<file path="src/rtl/urx_pkg.sv">
package urx_pkg;
  typedef enum logic [1:0] {ST_IDLE, ST_START, ST_DATA, ST_STOP} rxState_t;

  typedef struct packed {
    logic bitValid;   // a data bit finished, value in bitVal
    logic bitVal;
    logic charDone;   // stop bit finished, character complete
    logic charNoise;  // some sample disagreement in this character
    logic idleEvent;  // idle count reaches threshold this tick
    logic idleLevel;  // idle count is at threshold
  } urxStrobe_t;
endpackage

</file>
<file path="src/rtl/urx_ctrl.sv">
module urx_ctrl
  import urx_pkg::*;
#(
  parameter int OVERSAMPLE = 16
) (
  input  logic       clk,
  input  logic       rstN,
  input  logic       tick16,
  input  logic       rxd,
  input  logic       nineBit,
  input  logic       idleAfterStop,
  output urxStrobe_t strb
);
  localparam int PH_W     = $clog2(OVERSAMPLE) + 1;
  localparam int MID      = OVERSAMPLE / 2;
  localparam int IDLE_MAX = 11 * OVERSAMPLE;
  localparam int IC_W     = $clog2(IDLE_MAX + 1);

  rxState_t        state;
  logic [PH_W-1:0] phase;
  logic [PH_W-1:0] phaseNext;
  logic [2:0]      samp;
  logic [3:0]      bitIdx;
  logic            frameNoise;
  logic [IC_W-1:0] idleCnt;
  logic [IC_W-1:0] idleThr;
  logic            armed;
  logic            maj;
  logic            noisy;
  logic            bitEnd;
  logic            countEn;
  logic [3:0]      lastBit;

  always_comb begin
    phaseNext = phase + 1'b1;
    maj       = (samp[0] & samp[1]) | (samp[0] & samp[2]) | (samp[1] & samp[2]);
    noisy     = !((samp[0] == samp[1]) && (samp[1] == samp[2]));
    idleThr   = nineBit ? IC_W'(11 * OVERSAMPLE) : IC_W'(10 * OVERSAMPLE);
    countEn   = idleAfterStop ? (state == ST_IDLE) : (state != ST_START);
    lastBit   = nineBit ? 4'd8 : 4'd7;
    bitEnd    = tick16 && (state != ST_IDLE) && (phaseNext == PH_W'(OVERSAMPLE));

    strb.bitValid  = bitEnd && (state == ST_DATA);
    strb.bitVal    = maj;
    strb.charDone  = bitEnd && (state == ST_STOP);
    strb.charNoise = frameNoise | noisy;
    strb.idleEvent = tick16 && rxd && countEn && armed && (idleCnt == idleThr - 1'b1);
    strb.idleLevel = (idleCnt >= idleThr);
  end

  always_ff @(posedge clk or negedge rstN) begin
    if (!rstN) begin
      state      <= ST_IDLE;
      phase      <= '0;
      samp       <= '0;
      bitIdx     <= '0;
      frameNoise <= 1'b0;
      idleCnt    <= '0;
      armed      <= 1'b0;
    end else if (tick16) begin
      if (!rxd)
        idleCnt <= '0;
      else if (countEn && (idleCnt < idleThr))
        idleCnt <= idleCnt + 1'b1;
      if (strb.idleEvent)
        armed <= 1'b0;

      if (state == ST_IDLE) begin
        if (!rxd) begin
          state <= ST_START;
          phase <= PH_W'(1);
        end
      end else begin
        phase <= bitEnd ? '0 : phaseNext;
        if (phaseNext == PH_W'(MID))     samp[0] <= rxd;
        if (phaseNext == PH_W'(MID + 1)) samp[1] <= rxd;
        if (phaseNext == PH_W'(MID + 2)) samp[2] <= rxd;
        if (bitEnd) begin
          unique case (state)
            ST_START: begin
              if (maj) begin
                state <= ST_IDLE;          // false start
              end else begin
                state      <= ST_DATA;
                bitIdx     <= '0;
                frameNoise <= noisy;
                armed      <= 1'b1;
              end
            end
            ST_DATA: begin
              frameNoise <= frameNoise | noisy;
              if (bitIdx == lastBit) state <= ST_STOP;
              else bitIdx <= bitIdx + 1'b1;
            end
            default: state <= ST_IDLE;     // stop bit done
          endcase
        end
      end
    end
  end

  // reaching the threshold leaves the count at threshold
  a_r6_event_level: assert property (@(posedge clk) disable iff (!rstN)
    strb.idleEvent |=> strb.idleLevel);
endmodule

</file>
<file path="src/rtl/urx_datapath.sv">
module urx_datapath
  import urx_pkg::*;
(
  input  logic       clk,
  input  logic       rstN,
  input  urxStrobe_t strb,
  input  logic       nineBit,
  input  logic       standbySet,
  input  logic       readStatus,
  input  logic       readData,
  output logic [8:0] rxData,
  output logic       fullFlag,
  output logic       idleFlag,
  output logic       ovrFlag,
  output logic       noiseFlag,
  output logic       standby
);
  logic [8:0] shiftReg;
  logic [8:0] newChar;
  logic [3:0] snap;  // {noise, ovr, idle, full} seen at status read

  assign newChar = nineBit ? shiftReg : {1'b0, shiftReg[8:1]};

  always_ff @(posedge clk or negedge rstN) begin
    if (!rstN) begin
      shiftReg  <= '0;
      rxData    <= '0;
      fullFlag  <= 1'b0;
      idleFlag  <= 1'b0;
      ovrFlag   <= 1'b0;
      noiseFlag <= 1'b0;
      standby   <= 1'b0;
      snap      <= '0;
    end else begin
      if (strb.bitValid)
        shiftReg <= {strb.bitVal, shiftReg[8:1]};

      // clearing first, so a same-cycle set wins
      if (readData) begin
        if (snap[0]) fullFlag  <= 1'b0;
        if (snap[1]) idleFlag  <= 1'b0;
        if (snap[2]) ovrFlag   <= 1'b0;
        if (snap[3]) noiseFlag <= 1'b0;
        snap <= '0;
      end
      if (readStatus)
        snap <= {noiseFlag, ovrFlag, idleFlag, fullFlag};

      if (strb.charDone && !standby) begin
        if (fullFlag) begin
          ovrFlag <= 1'b1;
        end else begin
          rxData   <= newChar;
          fullFlag <= 1'b1;
        end
        if (strb.charNoise) noiseFlag <= 1'b1;
      end
      if (strb.idleEvent && !standby)
        idleFlag <= 1'b1;

      if (standbySet)          standby <= 1'b1;
      else if (strb.idleLevel) standby <= 1'b0;
    end
  end

  a_r4_full_on_done: assert property (@(posedge clk) disable iff (!rstN)
    (strb.charDone && !standby && !fullFlag) |=> (fullFlag && rxData == $past(newChar)));
  a_r5_keep_old: assert property (@(posedge clk) disable iff (!rstN)
    (strb.charDone && !standby && fullFlag) |=> (ovrFlag && $stable(rxData)));
  a_r11_quiet: assert property (@(posedge clk) disable iff (!rstN)
    (strb.charDone && standby) |=> $stable(rxData));
  a_r11_wake: assert property (@(posedge clk) disable iff (!rstN)
    (standby && strb.idleLevel && !standbySet) |=> !standby);
endmodule

</file>
<file path="src/rtl/uart_rx_status.sv">
module uart_rx_status
  import urx_pkg::*;
#(
  parameter int OVERSAMPLE = 16
) (
  input  logic       clk,
  input  logic       rstN,
  input  logic       tick16,
  input  logic       rxd,
  input  logic       nineBit,
  input  logic       idleAfterStop,
  input  logic       standbySet,
  input  logic       readStatus,
  input  logic       readData,
  input  logic       rxIntEn,
  input  logic       idleIntEn,
  input  logic       ovrIntEn,
  input  logic       noiseIntEn,
  output logic [8:0] rxData,
  output logic       fullFlag,
  output logic       idleFlag,
  output logic       ovrFlag,
  output logic       noiseFlag,
  output logic       standby,
  output logic       rxIrq,
  output logic       errIrq
);
  urxStrobe_t strb;

  urx_ctrl #(.OVERSAMPLE(OVERSAMPLE)) ctrl_i (
    .clk(clk), .rstN(rstN), .tick16(tick16), .rxd(rxd),
    .nineBit(nineBit), .idleAfterStop(idleAfterStop), .strb(strb)
  );

  urx_datapath dp_i (
    .clk(clk), .rstN(rstN), .strb(strb), .nineBit(nineBit),
    .standbySet(standbySet), .readStatus(readStatus), .readData(readData),
    .rxData(rxData), .fullFlag(fullFlag), .idleFlag(idleFlag),
    .ovrFlag(ovrFlag), .noiseFlag(noiseFlag), .standby(standby)
  );

  assign rxIrq  = (fullFlag & rxIntEn) | (idleFlag & idleIntEn);
  assign errIrq = (ovrFlag & ovrIntEn) | (noiseFlag & noiseIntEn);
endmodule

</file>
<file path="config.mk">
export PLATFORM = sky130hd
export DESIGN_NAME = uart_rx_status
export DESIGN_NICKNAME = d
export VERILOG_FILES = /design/src/rtl/urx_pkg.sv /design/src/rtl/urx_ctrl.sv /design/src/rtl/urx_datapath.sv /design/src/rtl/uart_rx_status.sv
export SDC_FILE = /design/constraint.sdc
export NUM_CORES = 1
export LEC_CHECK = 0
export CELL_PAD_IN_SITES_DETAIL_PLACEMENT = 0
export CELL_PAD_IN_SITES_GLOBAL_PLACEMENT = 1
export CORE_MARGIN = 4
export CORE_UTILIZATION = 52
export CTS_BUF_LIST = sky130_fd_sc_hd__clkbuf_8
export CTS_CLUSTER_SIZE = 12
export DETAILED_ROUTE_END_ITERATION = 10
export DONT_BUFFER_PORTS = 1
export HOLD_SLACK_MARGIN = 0.1
export PLACE_DENSITY = 0.83
export SETUP_SLACK_MARGIN = 0.15
export SYNTH_ARGS = -nofsm -noshare
export SYNTH_HDL_FRONTEND = slang
export SYNTH_SLANG_ARGS = --single-unit
</file>
<file path="constraint.sdc">
create_clock -name clk -period 2.7 [get_ports clk]
set_clock_uncertainty 0.1 [all_clocks]
set_input_delay 0.27 -clock clk [delete_from_list [all_inputs] [get_ports clk]]
set_output_delay 0.27 -clock clk [all_outputs]
set_load 0.01 [all_outputs]
</file>
---- Word level (Yosys, flattened, before mapping) ----
Cells that the tools add are included.
storage, ports and cells
  register bits ........................... 51
  bits of input ports ..................... 13
  output and inout bits ................... 16
  logic and storage cells ................. 130
cells by class
  add/sub/neg operators ................... 4
  order comparisons ....................... 2
  equal/unequal tests ..................... 17
  mux-type cells .......................... 44
  bitwise gates (word level) .............. 14
  reductions and logical operators ........ 32
operators by type and width
  kind                                                  count
  2-to-1 mux 1 bit                                      24
  2-to-1 mux 4 bit                                      5
  2-to-1 mux 5 bit                                      4
  2-to-1 mux 8 bit                                      2
  equality test 5 x 4 -> 1 bit (second input constant)  3
  nonzero test 2 bit                                    7
  logical AND 1 bit                                     12
  2-to-1 mux 2 bit                                      5
  2-to-1 mux 9 bit                                      1
  AND reduction 3 bit                                   3
  adder 8 x 1 -> 8 bit (second input constant)          1
  equality test 8 bit                                   1
  >= comparator 8 bit                                   1
  < comparator 8 bit                                    1
  case mux 4 bit (2 select lines)                       1
  AND reduction 2 bit                                   4
  subtractor 8 x 1 -> 8 bit (second input constant)     1
  AND 1 bit                                             7
  != test 2 bit (second input constant)                 3
  AND reduction 6 bit                                   1
  adder 5 x 1 -> 5 bit (second input constant)          1
  equality test 5 bit (second input constant)           1
  bitwise OR 1 bit                                      5
  AND reduction 5 bit                                   1
  other kinds (13)                                      18

---- Longest topological paths before layout ----
Gate-level depths: netlist of run 1.
  word-level depth ........................ 10
  gate-level depth with buffers ........... 9
  gate-level depth less buffers ........... 7

---- By module ----
Synthesis of run 1 repeated with hierarchy kept, for this count alone.
second synthesis, totals
  cells, all modules ...................... 260
  area, all modules ....................... 2,876.5 µm²
modules (own cells, without submodules)
  module          times used  cells each  area each (µm²)
  urx_ctrl        1           183         1,682.9
  urx_datapath    1           75          1,176.1
  uart_rx_status  1           2           17.5

---- Least setup slack after synthesis of run 1 ----
Ideal clock, no wire load.
  kind .................................... reg2reg
  start ................................... register ctrl_i.state[1]
  end ..................................... register dp_i.rxData[0]
  library setup time ...................... 125 ps
  arrival time ............................ 2,073 ps
  path slack .............................. 403 ps
  stages on the path, launching flop included .. 9
  buffers on the path ..................... 1
  period minus slack after synthesis ...... 2,297 ps
  cells stage by stage .................... dfrtp_1 -> inv_1 -> ha_1 -> and2b_4 -> and3_1 -> buf_2 -> nand3_4 -> nor3_4 -> mux2_2
on the way
  cells in the longest elaborated chain, start to end .. 6
  elaborated cells between the ends (all ways) .. 7
  those cells by class .................... eq/ne: 1; reduce/logical: 6
RTL lines
  what                             line                source
  start: declaration               urx_ctrl.sv:19      rxState_t state;
  start signal: assignment         urx_ctrl.sv:53      state <= ST_IDLE;
  start signal: assignment         urx_ctrl.sv:70      state <= ST_START;
  start signal: assignment         urx_ctrl.sv:82      state <= ST_IDLE;
  nonzero test 2 bit               urx_ctrl.sv:41      bitEnd = tick16 && (state != ST_IDLE) && (phaseNext == PH_W'(OVERSAMPLE));
  logical AND 1 bit (2 in series)  urx_ctrl.sv:41
  logical AND 1 bit *              urx_ctrl.sv:45      strb.charDone = bitEnd && (state == ST_STOP);
  logical AND 1 bit *              urx_datapath.sv:49  if (strb.charDone && !standby) begin
  AND reduction 2 bit (no line) *  --
  end signal: assignment           urx_datapath.sv:53  rxData <= newChar;
  end: declaration                 urx_datapath.sv:11  output logic [8:0] rxData,
Mark *: on every way between the ends. The rest lies on a longest branch, timed or not.
A chain may end at the register's enable or synchronous reset.

---- Worst setup path after layout of run 1 ----
  start ................................... register ctrl_i.state[1]
  end ..................................... register dp_i.rxData[3]
Same word-level chain as after synthesis.

==> impl_metrics.csv, run 1 <==
group,metric,value,unit
outcome,status,"finished clean",
cts,cts.sinks,51,
sta,finalCritPeriodShare,89.1,%
layout,seq_area,0.00128,sq mm
detailed_routing,drtIter0Drc,108,
yosys,synth_largest_area_cell,"dfrtp_1",
layout,multi_input_comb_area,0.00137,sq mm
yosys,synth_cell_type_count,50,
floorplanning,rows,25,
detailed_routing,wl_met1,2.59,mm
power,power.density,647,mW/mm^2
yosys,ys_ff_latch,51,
placement,numPortBuffers,0,
sta,slew_headroom,68.4,%
yosys,synthTopCellsByArea,"dfrtp_1 (47%), mux2_2 (11%), ha_1 (6.5%)",
sta,drv_slew,0,
floorplanning,die_w,80.1,microns
cts,clock-root-buffer,"clkbuf_8",
detailed_routing,drcViolationCount,0,
power,pwr-share-seq,48.8,%
yosys,synthAdderAreaFrac,6.48,%
yosys,synthMuxAreaShare,12.4,%
floorplanning,pin_count,29,
yosys,synth_area,0.00270,sq mm
sta,setup_viol,0,
global_route,grt_max_degree,52,
placement,gp_congestion,0.791,
yosys,synth.most_common_cell,"dfrtp_1",
global_route,grt_pass1_wl,9.01,mm
global_route,grt_pass1_vias,1864,
yosys,netlist_instances,244,
power,power_leakage,1.40,nW
global_route,grt_remaining_overflow,0,
cts,clock_latency,0.31,ns
layout,drive_above_1_share,19.5,%
yosys,synth_flop_cell,"dfrtp_1",
global_route,antenna_found_initial,0,
detailed_routing,via_per_inst,5.71,
power,clkPwrFrac,23.9,%
floorplanning,die_h,80.1,microns
layout,fillCellCount,426,
power,power.internal,1.29,mW
floorplanning,die_area,0.00642,sq mm
floorplanning,coreArea,0.00488,sq mm
detailed_routing,vias,1872,
worst_setup_path,worstPathRequired,2.80,ns
cts,cts_setup_buffers,0,
yosys,yosys.area_share.simple,16.2,%
sta,timing.fmax,416,MHz
sta,setup_tns,0,ns
floorplanning,start_util,55.4,%
worst_setup_path,slowest_stage,"dfrtp_1",
worst_setup_path,endpoint_kind,"flop",
detailed_routing,routed-wl-met2,2.42,mm
worst_setup_path,path_class,"flop to flop",
placement,place_hpwl,3.71,mm
cts,clockBufferDepth,2,
detailed_routing,top_layer_used,"met4",
detailed_routing,drt_first_pass_iters,4,
worst_setup_path,max_stage_delay,0.46,ns
yosys,synth_xor_area_share,3.52,%
power,swShare,34.0,%
detailed_routing,finalWirelength,5.28,mm
min_path,hold_path.class,"input pin to flop",
cts,cts_buffers,5,
detailed_routing,avgRoutedWirePerCell,16.1,microns
yosys,synth-edff-count,0,
placement,post_dp_cell_area,0.00280,sq mm
sta,tightest_slew,0.472,ns
power,combinationalPowerShare,27.2,%
layout,synthToLayoutAreaGrowth,11.2,%
detailed_routing,routed-wl-met3,238,microns
yosys,synth_top_family_by_area,"simple AND/OR/NAND/NOR gates",
cts,cts.clk_slew.worst_paths,0.10,ns
detailed_routing,ant_nets,0,
worst_setup_path,arrival,2.51,ns
layout,fin_area,0.00301,sq mm
power,p_sw,662,uW
sta,rsz0062_at_grt,"no",
yosys,seq_area_frac_synth,47.2,%
yosys,syn_avg_cell_area,11.1,sq um
cts,ctsHtreeMaxLevel,2,
yosys,synth_compound_area_share,12.1,%
yosys,async_flop_share,100,%
power,vdd_ir_drop_max,0.342,mV
layout,antenna_cells,0,
sta,hold_viol,0,
layout,nNetsFinal,287,
worst_setup_path,start_kind,"flop",
worst_setup_path,crit_fanout,10,
yosys,netlist_top_cells_count,"dfrtp_1 (51), mux2_2 (27), nand2_1 (24), ha_1 (14), nor2_1 (14)",
yosys,synth.top_cell.area_share,47.2,%
cts,cts_tree,"yes",
yosys,syn-num-nets,271,
global_route,grt_use_total,18.2,%
sta,min_period,2.40,ns
run,maxCapViolations,0,
yosys,synth_warnings,0,
worst_setup_path,worstPathCellList,"inv_1 > ha_1 > and2b_4 > and3_2 > nand3_4 > nor3_4 > buf_4 > mux2_2",
==> flip-flops by register name (all words and copies together), names as in the netlist, 2 cells and up <==
register / flops
ctrl_i.state: 2
dp_i.shiftReg: 9
ctrl_i.phase: 5
dp_i.rxData: 9
dp_i.snap: 4
ctrl_i.bitIdx: 4
ctrl_i.idleCnt: 8
ctrl_i.samp: 3
==> power by group through the flow <==
| stage | Combinational (mW) | Clock (mW) | Sequential [mW] |
|---|---|---|---|
| 2_1_floorplan | 0.377 | 0 | 0.939 |
| 3_3_place_gp | 0.480 | 0 | 0.959 |
| 3_5_place_dp | 0.484 | 0 | 0.962 |
| 4_1_cts | 0.531 | 0.485 | 0.947 |
| 5_1_grt | 0.608 | 0.512 | 0.967 |
| 6_report | 0.530 | 0.466 | 0.951 |
==> repair_timing <==
action,in CTS,in global routing
endpoints found under the hold margin,66,0
resized for setup,0,1
hold buffers,9,0
setup endpoints to repair,0,8
==> cells in the final DEF, fill, tap and decap left out, drive strengths merged, types with 3 or more instances in the layout <==
master       count
mux2            27
nor3             3
nand3            9
dlygate4sd3      8
buf              6
xnor2            6
a21o             3
inv             12
and2             4
nor2b            4
nand2           24
ha              14
xor2             4
mux2i            3
clkbuf           5
or3              3
a21oi            6
dfrtp           51
a22o            12
o21ai            9
nor2            14
==> layer usage <==
metal / vias up / track usage (%)
met4: 0 / 4.05
met5: - / 0
met3: 4 / 4.37
met1: 913 / 25.9
li1: 914 / -
met2: 41 / 28.1
==> worst max-delay path, delay by kind of cell (launching register included) <==
kind	cells	cell delay, ns
buffers and inverters	2	0.30
multiplexers	1	0.35
flip-flops	1	0.46
adder cells (fa/ha/maj)	1	0.22
AND/OR/NAND/NOR	4	0.87
==> cell families (layout without fill, tap and decap cells) <==
kind of cell	after synthesis	after routing
compound gates	45	45
simple gates	79	79
fa+ha+maj	14	14
mux	30	30
buf+inv	15	32
flops	51	51
xor+xnor	10	10
==> metrics by stage <==
| stage | util, % | total power [mW] | setup slack (ns) | instances | hold WS, ns |
|---|---|---|---|---|---|
| 2_1_floorplan | - | 1.32 | 0.403 | 244 | -0.126 |
| 3_3_place_gp | 57.5 | 1.44 | 0.379 | 311 | -0.124 |
| 3_5_place_dp | 57.5 | 1.45 | 0.261 | 311 | -0.124 |
| 4_1_cts | 61.6 | 1.96 | 0.238 | 328 | 0.133 |
| 5_1_grt | 61.6 | 2.09 | 0.155 | 328 | 0.137 |
| 6_report | 61.6 | 1.95 | 0.296 | 328 | 0.150 |
==> final timing paths <==
| check | startpoint | endpoint | slack (ns) | depth (start not counted) |
|---|---|---|---|---|
| worst min-delay path | nineBit | dp_i.rxData[4] | 0.15 | 2 |
| worst min register to register | dp_i.snap[0] | dp_i.snap[0] | 0.41 | 1 |
| worst max-delay path | ctrl_i.state[1] | dp_i.rxData[3] | 0.30 | 8 |
| min in group asynchronous | rstN | ctrl_i.phase[0] | 0.37 | 2 |
| max in group asynchronous | rstN | dp_i.ovrFlag | 1.91 | 2 |
| worst max register to register | ctrl_i.state[1] | dp_i.rxData[3] | 0.30 | 8 |
==> layout make-up <==
class,instances,share of cell area [%]
timing repair buffer,14,4.83
clock inverter,3,0.874
sequential,51,42.4
multi-input combinational,178,45.5
inverter,10,1.25
clock buffer,5,2.29
tap,67,2.79
No activity file was read; power rests on OpenSTA's default activity.
==> run 2, diff against run 1 <==
Settings changed: CORE_UTILIZATION 52 to 50, PLACE_DENSITY 0.83 to 0.81.
==> run 2 against run 1 <==
Utilization fell by 2.9 points. Non-clock buffer count is 1 higher. Sequential power down 0.6%. Clock-buffer cell count unchanged. Cell area grew 1.1%. Final cell count up 1.2%. Sequential share of layout area shrank 0.45 points. Combinational power shrank 0.9%.
==> impl_metrics.csv, run 2 (synthesis results as in run 1) <==
group,metric,value,unit
placement,place_hpwl,3.80,mm
layout,seq_area,0.00128,sq mm
worst_setup_path,worstPathCellList,"inv_1 > ha_1 > and2b_4 > and3_2 > nand3_4 > nor3_4 > buf_4 > mux2_2",
worst_setup_path,crit_fanout,9,
detailed_routing,drt_first_pass_iters,4,
sta,slew_headroom,70.8,%
outcome,status,"finished clean",
layout,nNetsFinal,288,
detailed_routing,finalWirelength,5.29,mm
floorplanning,rows,26,
global_route,grt_remaining_overflow,0,
detailed_routing,via_per_inst,5.55,
detailed_routing,ant_nets,0,
sta,hold_viol,0,
layout,layout.cells.most_common,"dfrtp_1",
detailed_routing,drcViolationCount,0,
sta,rsz0062_at_grt,"no",
sta,setup_tns,0,ns
global_route,grt_use_total,17.5,%
cts,cts_buffers,5,
layout,drive_above_1_share,19.8,%
layout,final_cells,332,
worst_setup_path,r2r_end,"dp_i.rxData[2]",
worst_setup_path,rr_worst_depth,8,
worst_setup_path,endpoint_kind,"flop",
run,maxCapViolations,0,
global_route,grt_max_degree,52,
placement,numPortBuffers,0,
cts,cts_tree,"yes",
placement,dp_cells,315,
cts,cts.clk_slew.worst_paths,0.10,ns
layout,top_regs,"dp_i.rxData x9, dp_i.shiftReg x9, ctrl_i.idleCnt x8",
power,vdd_ir_drop_max,0.604,mV
cts,clock_latency,0.32,ns
worst_setup_path,start_kind,"flop",
cts,cts.sinks,51,
floorplanning,start_util,52.3,%
worst_setup_path,cp.depth,8,
worst_setup_path,arrival,2.47,ns
worst_setup_path,max_stage_delay,0.44,ns
worst_setup_path,worstPathRequired,2.82,ns
worst_setup_path,path_class,"flop to flop",
cts,clockBufferDepth,2,
layout,final_cell_mix,"dfrtp_1 (51), mux2_2 (27), nand2_1 (24)",
sta,setup_viol,0,
layout,fillCellCount,407,
sta,drv_slew,0,
cts,clock-root-buffer,"clkbuf_8",
placement,gp_congestion,0.799,
power,power_leakage,1.41,nW
floorplanning,pin_count,29,
sta,finalCritPeriodShare,87.2,%
worst_setup_path,slowest_stage,"dfrtp_1",
worst_setup_path,critPathBufInv,2,
layout,multi_input_comb_area,0.00137,sq mm
sta,tightest_slew,0.435,ns
worst_setup_path,critical_path.top_delay_family,"simple AND/OR/NAND/NOR gates",
min_path,hold_path.class,"input pin to flop",
detailed_routing,drtIter0Drc,65,
cts,ctsHtreeMaxLevel,2,
floorplanning,die_area,0.00665,sq mm
sta,timing.fmax,425,MHz
floorplanning,die_w,81.5,microns
min_path,worstHoldStart,"rxd",
floorplanning,die_h,81.5,microns
detailed_routing,avgRoutedWirePerCell,15.9,microns
global_route,grt_pass1_vias,1893,
layout,synthToLayoutAreaGrowth,12.4,%
sta,min_period,2.36,ns
worst_setup_path,crit_path_end,"dp_i.rxData[2]",
worst_setup_path,crit_start,"ctrl_i.state[1]",
layout,antenna_cells,0,
worst_setup_path,r2r_start,"ctrl_i.state[1]",
power,power.density,669,mW/mm^2
worst_setup_path,r2r_setup_slack,0.34,ns
global_route,antenna_found_initial,0,
floorplanning,coreArea,0.00517,sq mm
detailed_routing,vias,1842,
global_route,grt_pass1_wl,8.91,mm
==> run 2: per-layer routing <==
layer / routed length (microns) / vias up / share of wire, % / global-route usage, %
met5: 0 / - / 0 / 0
met1: 2530 / 874 / 48 / 24.2
met2: 2330 / 39 / 44 / 26.5
met3: 341 / 10 / 6.5 / 4.28
met4: 89 / 0 / 1.7 / 6.93
li1: - / 919 / - / -
==> run 2: worst min-delay path by stage <==
stage / depth (start not counted) / to / slack, ns
floorplan: 0 / ctrl_i.armed / -0.13
global placement: 0 / dp_i.ovrFlag / -0.12
detailed placement: 0 / dp_i.ovrFlag / -0.12
CTS: 3 / ctrl_i.state[0] / 0.11
global route: 3 / ctrl_i.state[0] / 0.13
finish: 3 / ctrl_i.state[0] / 0.11
==> run 2: final cells by class <==
type | count | share of cell area [%]
Multi-Input combinational cell | 178 | 45.1
Sequential cell | 51 | 42.0
Timing Repair Buffer | 15 | 5.02
Tap cell | 70 | 2.88
Clock buffer | 5 | 2.26
Clock inverter | 3 | 1.56
Inverter | 10 | 1.23
==> run 2: timing repair <==
item | 4_1_cts | 5_1_grt
setup buffers | 0 | 0
endpoints found under the setup margin | 0 | 7
gates resized for setup | 0 | 1
hold buffers | 9 | 0
endpoints found under the hold margin | 66 | 0
==> run 2: where the power goes <==
part	internal, mW	leakage, nW	switching, mW
Combinational	0.244	0.666	0.282
Sequential	0.849	0.686	0.0962
Clock	0.281	0.0587	0.283
==> run 2: worst min-delay path, stage by stage <==
cell     delay (ns)
nor2b_1        0.05
nand2_1        0.09
a31oi_1        0.09
==> run 2: metrics by stage <==
stage / hold WS [ns] / setup WS [ns] / util [%] / power [mW] / instance area, sq um
2_1_floorplan: -0.126 / 0.403 / - / 1.32 / 2700
3_3_place_gp: -0.124 / 0.380 / 54.4 / 1.44 / 2820
3_5_place_dp: -0.124 / 0.299 / 54.4 / 1.44 / 2820
4_1_cts: 0.110 / 0.286 / 58.8 / 2.05 / 3040
5_1_grt: 0.126 / 0.180 / 58.8 / 2.17 / 3040
6_report: 0.107 / 0.345 / 58.8 / 2.04 / 3040
